--- config.mk ---
export PLATFORM = sky130hd
export DESIGN_NAME = txd_poll_engine
export DESIGN_NICKNAME = d
export VERILOG_FILES = /design/src/rtl/txd_pkg.sv /design/src/rtl/txd_ring_ptr.sv /design/src/rtl/txd_lane_sel.sv /design/src/rtl/txd_irq_flags.sv /design/src/rtl/txd_poll_engine.sv
export SDC_FILE = /design/constraint.sdc
export NUM_CORES = 1
export LEC_CHECK = 0
export BUFFER_PORTS_ARGS = -buffer_cell sky130_fd_sc_hd__clkbuf_2
export CAP_MARGIN = 30
export CORE_ASPECT_RATIO = 1.25
export CORE_MARGIN = 2
export CORE_UTILIZATION = 35
export DETAILED_ROUTE_END_ITERATION = 16
export SLEW_MARGIN = 30
export SYNTH_ARGS = -nofsm -noshare
export SYNTH_HDL_FRONTEND = slang
export SYNTH_SLANG_ARGS = --single-unit
--- constraint.sdc ---
create_clock -name clk -period 5.39 [get_ports clk]
set_input_delay 0.8085 -clock clk [delete_from_list [all_inputs] [get_ports clk]]
set_output_delay 0.8085 -clock clk [all_outputs]
set_load 0.005 [all_outputs]
--- src/rtl/txd_pkg.sv ---
package txd_pkg;
    typedef enum logic [2:0] {
        ST_IDLE,
        ST_STATUS,
        ST_BUFPTR,
        ST_WORD,
        ST_SEND,
        ST_WBACK
    } txd_state_e;

    localparam int OWN_BIT   = 31;
    localparam int EOR_BIT   = 30;
    localparam int FIRST_BIT = 29;
    localparam int LAST_BIT  = 28;

    localparam logic [1:0] SEL_BASE = 2'd0;
    localparam logic [1:0] SEL_POLL = 2'd1;
    localparam logic [1:0] SEL_ICLR = 2'd2;
    localparam int         POLL_BIT = 6;

    localparam int FLAG_OK    = 2;
    localparam int FLAG_ERR   = 3;
    localparam int FLAG_UNAV  = 7;
    localparam int FLAG_W     = 8;
endpackage

--- src/rtl/txd_ring_ptr.sv ---
module txd_ring_ptr #(
    parameter int IDX_W = 8
) (
    input  logic        clk,
    input  logic        rst_n,
    input  logic        load_base,
    input  logic [23:0] base_in,
    input  logic        advance,
    input  logic        wrap,
    output logic [31:0] desc_addr
);
    localparam int PAD_W = 32 - IDX_W - 4;

    typedef struct packed {
        logic [23:0]      base;
        logic [IDX_W-1:0] idx;
    } ring_t;

    ring_t q, d;

    always_comb begin
        d = q;
        if (load_base) begin
            d.base = base_in;
            d.idx  = '0;
        end else if (advance) begin
            d.idx = wrap ? '0 : q.idx + 1'b1;
        end
    end

    always_ff @(posedge clk or negedge rst_n) begin
        if (!rst_n) q <= '0;
        else        q <= d;
    end

    assign desc_addr = {q.base, 8'h00} + {{PAD_W{1'b0}}, q.idx, 4'b0000};

    a_r2_base_load: assert property (@(posedge clk) disable iff (!rst_n)
        load_base |=> desc_addr == {$past(base_in), 8'h00});

    a_r9_eor_wrap: assert property (@(posedge clk) disable iff (!rst_n)
        (advance && wrap && !load_base) |=> desc_addr == {q.base, 8'h00});
endmodule

--- src/rtl/txd_lane_sel.sv ---
module txd_lane_sel #(
    parameter int LANES = 4
) (
    input  logic [LANES*8-1:0]         word,
    input  logic [$clog2(LANES)-1:0]   lane,
    output logic [7:0]                 byte_out
);
    logic [7:0] lanes_arr [LANES];

    for (genvar g = 0; g < LANES; g++) begin : g_lane
        assign lanes_arr[g] = word[g*8 +: 8];
    end

    assign byte_out = lanes_arr[lane];
endmodule

--- src/rtl/txd_irq_flags.sv ---
module txd_irq_flags
    import txd_pkg::*;
(
    input  logic              clk,
    input  logic              rst_n,
    input  logic              set_ok,
    input  logic              set_err,
    input  logic              set_unav,
    input  logic              clr_en,
    input  logic [FLAG_W-1:0] clr_mask,
    output logic [FLAG_W-1:0] flags
);
    logic [FLAG_W-1:0] flags_d, flags_q;

    always_comb begin
        flags_d = flags_q;
        if (clr_en) flags_d = flags_d & ~clr_mask;
        if (set_ok)   flags_d[FLAG_OK]   = 1'b1;
        if (set_err)  flags_d[FLAG_ERR]  = 1'b1;
        if (set_unav) flags_d[FLAG_UNAV] = 1'b1;
    end

    always_ff @(posedge clk or negedge rst_n) begin
        if (!rst_n) flags_q <= '0;
        else        flags_q <= flags_d;
    end

    assign flags = flags_q;

    a_r7_ok_flag: assert property (@(posedge clk) disable iff (!rst_n)
        set_ok |=> flags[FLAG_OK]);

    a_r8_err_flag: assert property (@(posedge clk) disable iff (!rst_n)
        set_err |=> flags[FLAG_ERR]);

    a_r4_unav_flag: assert property (@(posedge clk) disable iff (!rst_n)
        set_unav |=> flags[FLAG_UNAV]);
endmodule

--- src/rtl/txd_poll_engine.sv ---
module txd_poll_engine
    import txd_pkg::*;
#(
    parameter int IDX_W = 8,
    parameter int LEN_W = 13
) (
    input  logic        clk,
    input  logic        rst_n,
    input  logic        reg_wr_en,
    input  logic [1:0]  reg_sel,
    input  logic [31:0] reg_wdata,
    output logic        mem_req,
    output logic        mem_we,
    output logic [31:0] mem_addr,
    output logic [31:0] mem_wdata,
    input  logic        mem_ack,
    input  logic [31:0] mem_rdata,
    output logic        tx_valid,
    input  logic        tx_ready,
    output logic [7:0]  tx_data,
    output logic        tx_last,
    output logic [7:0]  irq_status
);
    typedef struct packed {
        txd_state_e       st;
        logic [31:0]      sts;
        logic [31:0]      waddr;
        logic [1:0]       lane;
        logic [LEN_W-1:0] left;
        logic [31:0]      word;
        logic             bad;
    } eng_t;

    eng_t q, d;

    logic        ring_load, ring_adv, ring_wrap;
    logic [31:0] desc_addr;
    logic        set_ok, set_err, set_unav;
    logic        poll_hit, clr_hit;
    logic [LEN_W-1:0] rd_len;

    assign poll_hit  = reg_wr_en && reg_sel == SEL_POLL && reg_wdata[POLL_BIT];
    assign clr_hit   = reg_wr_en && reg_sel == SEL_ICLR;
    assign ring_load = reg_wr_en && reg_sel == SEL_BASE && q.st == ST_IDLE;
    assign rd_len    = mem_rdata[LEN_W-1:0];

    always_comb begin
        d         = q;
        ring_adv  = 1'b0;
        ring_wrap = 1'b0;
        set_ok    = 1'b0;
        set_err   = 1'b0;
        set_unav  = 1'b0;
        unique case (q.st)
            ST_IDLE: begin
                if (poll_hit) d.st = ST_STATUS;
            end
            ST_STATUS: begin
                if (mem_ack) begin
                    d.sts = mem_rdata;
                    if (!mem_rdata[OWN_BIT]) begin
                        set_unav = 1'b1;
                        d.st     = ST_IDLE;
                    end else if (!(mem_rdata[FIRST_BIT] && mem_rdata[LAST_BIT])
                                 || rd_len == '0) begin
                        d.bad = 1'b1;
                        d.st  = ST_WBACK;
                    end else begin
                        d.bad = 1'b0;
                        d.st  = ST_BUFPTR;
                    end
                end
            end
            ST_BUFPTR: begin
                if (mem_ack) begin
                    d.waddr = mem_rdata;
                    d.lane  = mem_rdata[1:0];
                    d.left  = q.sts[LEN_W-1:0];
                    d.st    = ST_WORD;
                end
            end
            ST_WORD: begin
                if (mem_ack) begin
                    d.word = mem_rdata;
                    d.st   = ST_SEND;
                end
            end
            ST_SEND: begin
                if (tx_ready) begin
                    d.left = q.left - 1'b1;
                    if (q.left == LEN_W'(1)) begin
                        d.st = ST_WBACK;
                    end else if (q.lane == 2'd3) begin
                        d.lane  = 2'd0;
                        d.waddr = {q.waddr[31:2] + 30'd1, 2'b00};
                        d.st    = ST_WORD;
                    end else begin
                        d.lane = q.lane + 2'd1;
                    end
                end
            end
            ST_WBACK: begin
                if (mem_ack) begin
                    set_ok    = !q.bad;
                    set_err   = q.bad;
                    ring_adv  = 1'b1;
                    ring_wrap = q.sts[EOR_BIT];
                    d.st      = ST_STATUS;
                end
            end
            default: d.st = ST_IDLE;
        endcase
    end

    always_ff @(posedge clk or negedge rst_n) begin
        if (!rst_n) q <= '{st: ST_IDLE, default: '0};
        else        q <= d;
    end

    always_comb begin
        mem_req   = 1'b0;
        mem_we    = 1'b0;
        mem_addr  = desc_addr;
        mem_wdata = q.sts & ~(32'd1 << OWN_BIT);
        unique case (q.st)
            ST_STATUS: mem_req = 1'b1;
            ST_BUFPTR: begin
                mem_req  = 1'b1;
                mem_addr = desc_addr + 32'd8;
            end
            ST_WORD: begin
                mem_req  = 1'b1;
                mem_addr = {q.waddr[31:2], 2'b00};
            end
            ST_WBACK: begin
                mem_req = 1'b1;
                mem_we  = 1'b1;
            end
            default: ;
        endcase
    end

    assign tx_valid = q.st == ST_SEND;
    assign tx_last  = tx_valid && q.left == LEN_W'(1);

    txd_ring_ptr #(.IDX_W(IDX_W)) u_ring (
        .clk       (clk),
        .rst_n     (rst_n),
        .load_base (ring_load),
        .base_in   (reg_wdata[31:8]),
        .advance   (ring_adv),
        .wrap      (ring_wrap),
        .desc_addr (desc_addr)
    );

    txd_lane_sel #(.LANES(4)) u_lane (
        .word     (q.word),
        .lane     (q.lane),
        .byte_out (tx_data)
    );

    txd_irq_flags u_flags (
        .clk      (clk),
        .rst_n    (rst_n),
        .set_ok   (set_ok),
        .set_err  (set_err),
        .set_unav (set_unav),
        .clr_en   (clr_hit),
        .clr_mask (reg_wdata[FLAG_W-1:0]),
        .flags    (irq_status)
    );

    a_r10_req_hold: assert property (@(posedge clk) disable iff (!rst_n)
        (mem_req && !mem_ack) |=> mem_req && $stable(mem_addr)
                                  && $stable(mem_we) && $stable(mem_wdata));

    a_r6_tx_hold: assert property (@(posedge clk) disable iff (!rst_n)
        (tx_valid && !tx_ready) |=> tx_valid && $stable(tx_data) && $stable(tx_last));

    a_r7_wb_after_last: assert property (@(posedge clk) disable iff (!rst_n)
        (tx_valid && tx_ready && tx_last) |=> mem_req && mem_we);

    a_r1_no_overlap: assert property (@(posedge clk) disable iff (!rst_n)
        !(tx_valid && mem_req));
endmodule

Word-level counts from Yosys, hierarchy flattened
Cells that the tools add are included.
Storage, ports and cells
  register bits after elaboration: 155
  latch bits: 0
  bits in writable memories: 0
  bits in read-only memories: 0
  bits of input ports: 71
  output and inout port bits: 84
  logic and storage cells: 109
  memories: 0
Cells by class
  add/sub/neg operators: 6
  multiply operators: 0
  divide/modulo/power cells: 0
  $lt $le $gt $ge: 1
  equal/unequal tests: 18
  shift-type cells: 0
  multiplexer cells: 42
  bitwise logic cells: 3
  reductions and logical operators: 26
Operator list (number)
  $mux 47: 2
  $pmux 47 s2: 1
  $pmux 32 s2: 1
  $mux 8: 6
  $mux 35: 1
  $mux 34: 1
  $add 32x12->32: 1
  $add 32x4->32 const B: 1
  $mux 32: 1
  $add 30x1->30 const B: 1
  $mux 3: 9
  $pmux 3 s6: 1
  $mux 1: 17
  $bmux 8 s2: 1
  $eq 13x1->1 const B: 1
  $logic_not 13->1: 1
  $sub 13x1->13 const B: 1
  $ne 2x2->1 const B: 6
  $reduce_bool 2->1: 5
  $add 8x1->8 const B: 1
  $and 8x8->8: 1
  $not 8->8: 1
  $logic_and 1x1->1: 7
  $reduce_and 7->1: 1
  20 further kinds: 27

Longest topological paths before layout
Gate-level depths: netlist of the first run.
  depth after elaboration: 7
  depth in mapped cells: 9
  gate-level depth less buffers: 9

Modules after synthesis
A second synthesis of the first run with hierarchy kept.
Second synthesis, totals
  cells, all modules: 983
  area total of the unflattened synthesis: 9354.0 um^2
By module, submodules not included
  txd_poll_engine: instances 1, cells an instance 767, area an instance 6962.9 um^2, sequential area each 2802.7 um^2
  txd_ring_ptr: instances 1, cells an instance 187, area an instance 1923.1 um^2, sequential area each 800.8 um^2
  txd_irq_flags: instances 1, cells an instance 19, area an instance 271.5 um^2, sequential area each 200.2 um^2
  txd_lane_sel: instances 1, cells an instance 10, area an instance 196.4 um^2, sequential area each 0.0 um^2

Worst setup path before layout of the first run
No wires, ideal clock.
  kind: register -> output
  start: register u_ring.q[4] in the netlist's numbering
  end: output port mem_addr[26]
  data arrival time: 2.057 ns
  data required time: 4.582 ns
  slack: 2.525 ns
  stages on the path, launching flop included: 10
  buffers on the path: 0
  path through: dfrtp_1 > ha_1 > inv_1 > fa_1 > nand2b_1 > a21oi_1 > nand4_1 > nor2_1 > xnor2_1 > o21ai_0
On the way
  longest elaborated chain between the ends: 3
Ends and longest elaborated chain
  start, declared: line txd_ring_ptr.sv:19  | ring_t q, d;
  start signal, assigned: line txd_ring_ptr.sv:32  | if (!rst_n) q <= '0;
  start signal, assigned: line txd_ring_ptr.sv:33  | else q <= d;
  $add 32x12->32 *: line txd_ring_ptr.sv:36  | assign desc_addr = {q.base, 8'h00} + {{PAD_W{1'b0}}, q.idx, 4'b0000};
  $add 32x4->32: line txd_poll_engine.sv:129  | mem_addr = desc_addr + 32'd8;
  $pmux 32 s2 *: line txd_poll_engine.sv:125  | unique case (q.st)
  end, declared: line txd_poll_engine.sv:14  | output logic [31:0] mem_addr,
Mark *: on every way between the ends. The rest lies on a longest branch, timed or not.

Worst setup path after layout of the first run
  start: register u_ring.q[4] in the netlist's numbering
  end: output port mem_addr[30]
The elaborated chain is that of the path after synthesis.

==> metrics.cfg, run 1 <==
[logic_synthesis]
synthSimpleGateAreaFrac_pct = 19.7
synth_xor_area_share_pct = 2.20
netlist_area_um2 = 8380
async_flop_share_pct = 100
synth-seq-cells = 152
yosysSeqAreaShare_pct = 45.4
synth_cells = 896
synth_area_leaders = dfrtp_1, mux2_2, nand2_1
synthAdderAreaFrac_pct = 1.58
synth_top_family_by_area = simple AND/OR/NAND/NOR gates
yosysTopAreaCellShare_pct = 45.4
synth_area_leader_cell = dfrtp_1
synth_cell_type_count = 67
synth_edf_count = 0
synth_compound_gate_area_share_pct = 14.0
synth_flop_cell = dfrtp_1
muxShareOfSynthArea_pct = 10.7
yosys_warnings = 0
syn_avg_cell_area_um2 = 9.35

[detailed_routing]
dr.pass1.iters = 5
viasPerCell = 5.33
drtIter0Drc = 419
ant_nets = 0
drc = 0
num_vias = 6912
wl_per_cell_um = 18.1
wirelength_um = 23500

[cts]
cts_max_path_buffers = 2
cts_setup_buffers = 0
cts_tree = yes
cts_htree_levels = 4
clkSinkCount = 152
ctsHoldBuffers = 0
clkTransAtPathRegs_ps = 70
cts_buffers = 17
cts-root-buf = clkbuf_16
clk_latency_ps = 430
cts.repair.resized = 0

[worst_setup_path]
cp-end-kind = output pin
startpoint_type = flop
cp_data_required_time_ps = 4580
r2r_start = q[113]$_DFFE_PN0P_
cp_max_fo = 8
path_class = flop to output pin
startpoint = u_ring.q[4]$_DFFE_PN0P_
critPathArrivalTime_ps = 3040

[place]
place_hpwl_um = 17000
placed_cells = 1267
pre_cts_ws_ps = 2000
place_congestion = 0.843
portBuffers = 151

[cells_and_area]
final_cell_count_no_fill = 1298
nets = 1075
nFillCells = 2391
drive_gt1_share_pct = 27.9
diodes = 0
finish.utilization_pct = 41.0
areaGrowthSynthToFinish_pct = 15.7

[power]
p_leak_uw = 0.00436
vdd_drop_max_v = 0.000256
powerDensity_nw_per_um2 = 534

[floorplanning]
initial_core_util_pct = 35.4
core_region_area_um2 = 23600
rows = 63
die_w_um = 142
die_area_um2 = 25200
die_h_um = 177
ios = 155

[run_status]
status = complete, no violations

[sta]
clock.fmax_mhz = 260
period_minus_slack_ps = 3840
tns_ps = 0
finalSetupViolations = 0
worst_slew_pin_slew_ps = 894
finalHoldViolCount = 0
min_period_over_period_pct = 71.3
rsz0062_at_grt = no
fin_skew_ps = 7.21
setup_ws_ps = 1550
slew-limit-headroom_pct = 40.3
maxSlewViolCount = 0

[global_routing]
grt_pass1_wl_um = 37500
grt.total_usage_pct = 19.3
grt_pass1_vias = 6716
grt_max_degree = 65
grt_overflow = 0
antenna_found_initial = 0

[hold_path]
worstHoldPathType = input port to asynchronous set/reset pin

[run]
maxCapViolCount = 0

## power breakdown
| group | total (uW) | switching (uW) | internal [uW] |
|---|---|---|---|
| clock network | 1170 | 506 | 663 |
| registers | 2190 | 540 | 1650 |
| logic | 1810 | 908 | 906 |
## through the flow
step | hold WS [ps] | area (um^2) | power [uW]
after floorplan | 450 | 8380 | 3440
after global placement | 463 | 9110 | 3990
after detailed placement | 473 | 9120 | 4040
after CTS | 293 | 9690 | 5230
after global routing | 300 | 9690 | 5580
final | 271 | 9690 | 5170
## cells by family after synthesis
logic type,Yosys count
and+or+nand+nor,341
AOI/OAI and AO/OA,200
DFF,152
buffers and inverters,99
muxes,72
xor gates and xnor gates,21
adders and majority gates,10
other,1
## synth_stat cells, drive strengths merged (13+ instances only)
cell type	number
nor2	68
nand2	143
dfrtp	152
xor2	13
o21ai	72
nand4	14
inv	18
a21oi	71
nor3	16
o22ai	13
buf	53
clkbuf	28
nand3	35
and3	16
mux2	63
## cell usage in the layout, fill, tap and decap left out, types with 4 or more instances in the layout
cell,count
dfrtp_1,152
clkbuf_2,150
nand2_1,143
a21oi_1,71
o21ai_0,71
nor2_1,66
mux2_2,63
nand3_1,35
inv_1,17
clkbuf_16,17
and3_1,15
nand4_1,14
nor3_1,14
xor2_1,13
o22ai_1,13
ha_1,9
nand2b_1,8
xnor2_1,8
mux4_2,8
and4_1,7
a2bb2oi_1,7
a31oi_1,7
buf_4,7
and2_1,5
nor4_1,5
a21boi_0,5
clkinv_4,4
## worst max-delay path, stage by stage, from the launching register on
cell	delay, ps
dfrtp_1	410
ha_1	190
inv_1	60
fa_1	380
nand2b_1	180
a21oi_1	530
nand4_1	290
nor2_1	180
xnor2_1	70
o21ai_0	160
clkbuf_2	140
## layer usage
metal	global-route usage (%)	share of wire [%]	routed length, um
met5	0	0	0
met3	3.46	4.2	1000
met2	31.2	48	11300
met4	5.20	1.6	380
met1	26.6	46	10900
## registers in the layout (all words and copies together) (netlist names)
signal	count
u_ring.q	32
u_flags.flags	8
q	81
mem_wdata	31
## cell type report
| class | count | area, um^2 | area share, % |
|---|---|---|---|
| Clock buffer | 19 | 453 | 4.67 |
| Clock inverter | 12 | 119 | 1.23 |
| Inverter | 18 | 68.8 | 0.710 |
| Multi-Input combinational cell | 647 | 4070 | 42.0 |
| Sequential cell | 152 | 3800 | 39.3 |
| Tap cell | 292 | 365 | 3.77 |
| Timing Repair Buffer | 158 | 815 | 8.41 |
## path summary, 6_finish.rpt
check | slack (ps) | to | depth (start not counted)
worst min-delay path | 270 | u_flags.flags[3]$_DFFE_PN0P_ | 1
worst max-delay path | 1550 | mem_addr[30] | 10
min in group clk | 480 | u_ring.q[11]$_DFFE_PN0P_ | 2
worst max register to register | 2740 | q[74]$_DFFE_PN0P_ | 6
worst min register to register | 480 | u_ring.q[11]$_DFFE_PN0P_ | 2
max in group asynchronous | 3990 | q[66]$_DFFE_PN0P_ | 2
(Power assumes the default switching activity.)
==> inputs of run 2 (changes only) <==
==> constraint.sdc (replaced) <==
create_clock -name clk -period 3.4 [get_ports clk]
set_input_delay 0.51 -clock clk [delete_from_list [all_inputs] [get_ports clk]]
set_output_delay 0.51 -clock clk [all_outputs]
set_load 0.005 [all_outputs]
==> metrics.cfg, run 2 (synthesis gave the netlist of run 1 again) <==
[run_status]
status = complete, no violations

[place]
place_hpwl_um = 17300  ; +1.6%
place_congestion = 0.841  ; -0.23%
portBuffers = 151  ; unchanged

[sta]
fin_skew_ps = 10.5  ; +3.25 ps
finalSetupViolations = 0  ; unchanged
whs_ps = 99.8  ; -171 ps
slew-limit-headroom_pct = 41.8  ; +1.5 points
min_period_over_period_pct = 92.4
rsz0062_at_grt = no
clock.fmax_mhz = 318
maxSlewViolCount = 0  ; unchanged
tns_ps = 0  ; unchanged
finalHoldViolCount = 0  ; unchanged
period_minus_slack_ps = 3140
worst_slew_pin_slew_ps = 871  ; -22.4 ps

[cells_and_area]
layout_common_cells = dfrtp_1, clkbuf_2, nand2_1
areaGrowthSynthToFinish_pct = 16.5
multi_input_area_um2 = 4070  ; unchanged
ff_latch_area_um2 = 3800  ; unchanged
drive_gt1_share_pct = 28.4  ; +0.50 points
final_common_cell = dfrtp_1
nFillCells = 2403  ; +0.50%
nets = 1085  ; +0.93%
finish.utilization_pct = 41.3  ; +0.29 points
regMostFlops = q
diodes = 0  ; unchanged
largest_reg_flops = 81  ; unchanged

[cts]
cts-root-buf = clkbuf_16
clk_latency_ps = 430  ; about the same
cts_setup_buffers = 0  ; unchanged
ctsHoldBuffers = 0  ; unchanged
cts_tree = yes
clkSinkCount = 152  ; unchanged
cts_htree_levels = 4  ; unchanged
clkTransAtPathRegs_ps = 70  ; about the same
cts.repair.resized = 0  ; unchanged
cts_buffers = 17  ; unchanged
cts_max_path_buffers = 2  ; unchanged

[worst_setup_path]
critPathArrivalTime_ps = 2630  ; -410 ps
startpoint = u_ring.q[4]$_DFFE_PN0P_
r2r_start = q[34]$_DFFE_PN0P_
startpoint_type = flop
cp_data_required_time_ps = 2890  ; -1690 ps
cp_max_fo = 6  ; -2
path_class = flop to output pin
cp-end-kind = output pin

[power]
vdd_drop_max_v = 0.000444  ; +73%
powerDensity_nw_per_um2 = 846  ; +58%
p_leak_uw = 0.00442  ; +1.3%

[floorplanning]
die_h_um = 177  ; unchanged
die_area_um2 = 25200  ; unchanged
rows = 63  ; unchanged
initial_core_util_pct = 35.4  ; unchanged
core_region_area_um2 = 23600  ; unchanged
die_w_um = 142  ; unchanged
ios = 155  ; unchanged

[run]
maxCapViolCount = 0  ; unchanged

[detailed_routing]
num_vias = 6988  ; +1.1%
wirelength_um = 23700  ; +0.57%
dr.pass1.iters = 7  ; +2
ant_nets = 0  ; unchanged
wl_per_cell_um = 18.1  ; about the same
drtIter0Drc = 436  ; +4.1%
viasPerCell = 5.35  ; +0.56%
drc = 0  ; unchanged

[hold_path]
worstHoldPathType = input port to asynchronous set/reset pin

[global_routing]
grt_max_degree = 81  ; +25%
grt_pass1_wl_um = 37600  ; about the same
grt.total_usage_pct = 19.1  ; -0.12 points
antenna_found_initial = 0  ; unchanged
grt_pass1_vias = 6822  ; +1.6%
grt_overflow = 0  ; unchanged

-- run 2: cell types whose count changed in the layout (fill, tap and decap cells not counted) --
cell,before,now
clkinvlp_4,3,2
clkinv_4,4,0
inv_6,3,1
inv_2,0,1
clkinv_2,2,3
bufinv_16,1,2
clkbuf_8,2,3
buf_4,7,17
-- run 2: cell type report --
cell class                      instances  area share, %
Clock buffer                           20           4.78
Clock inverter                          8           1.01
Inverter                               18          0.692
Multi-Input combinational cell        647           41.7
Sequential cell                       152           39.0
Tap cell                              292           3.74
Timing Repair Buffer                  168           9.12
-- run 2: final timing paths --
check	to	slack (ps)	cells after the start
worst max-delay path	mem_addr[26]	260	10
worst min-delay path	u_flags.flags[6]$_DFFE_PN0P_	100	1
worst max register to register	q[74]$_DFFE_PN0P_	1020	7
worst min register to register	u_flags.flags[2]$_DFFE_PN0P_	490	2
max in group asynchronous	q[7]$_DFFE_PN0P_	2450	2
min in group clk	u_flags.flags[0]$_DFFE_PN0P_	260	2
-- run 2: stage by stage --
stage | instances | setup WS (ps) | cell area (um^2) | power (uW)
global placement | 1277 | 781 | 9190 | 6360
global route | 1305 | 78.6 | 9760 | 8870
floorplan | 898 | 833 | 8380 | 5450
detailed placement | 1277 | 742 | 9190 | 6440
finish | 1305 | 260 | 9760 | 8250
CTS | 1305 | 273 | 9760 | 8330
-- run 2: worst max-delay path, stage by stage (launching register included) --
cell      delay (ps)
dfrtp_1          410
ha_1             200
inv_1             60
fa_1             390
nand2b_1         180
a21oi_1          190
nand4_1          210
nor2_1           170
xnor2_1           80
o21ai_0          170
clkbuf_2         140
-- run 2: per-layer routing --
| layer | GRT usage (%) | vias to the layer above | share of wire [%] |
|---|---|---|---|
| met5 | 0 | - | 0 |
| met4 | 4.83 | 0 | 1.0 |
| met3 | 3.65 | 19 | 4.7 |
| met2 | 31.8 | 204 | 49 |
| met1 | 25.9 | 3416 | 46 |
| li1 | - | 3349 | - |
-- run 2: where the power goes --
part           internal, uW  switching, uW  total (uW)
registers              2620            856        3480
logic                  1460           1450        2910
clock network          1120            745        1870
total                  5200           3050        8250
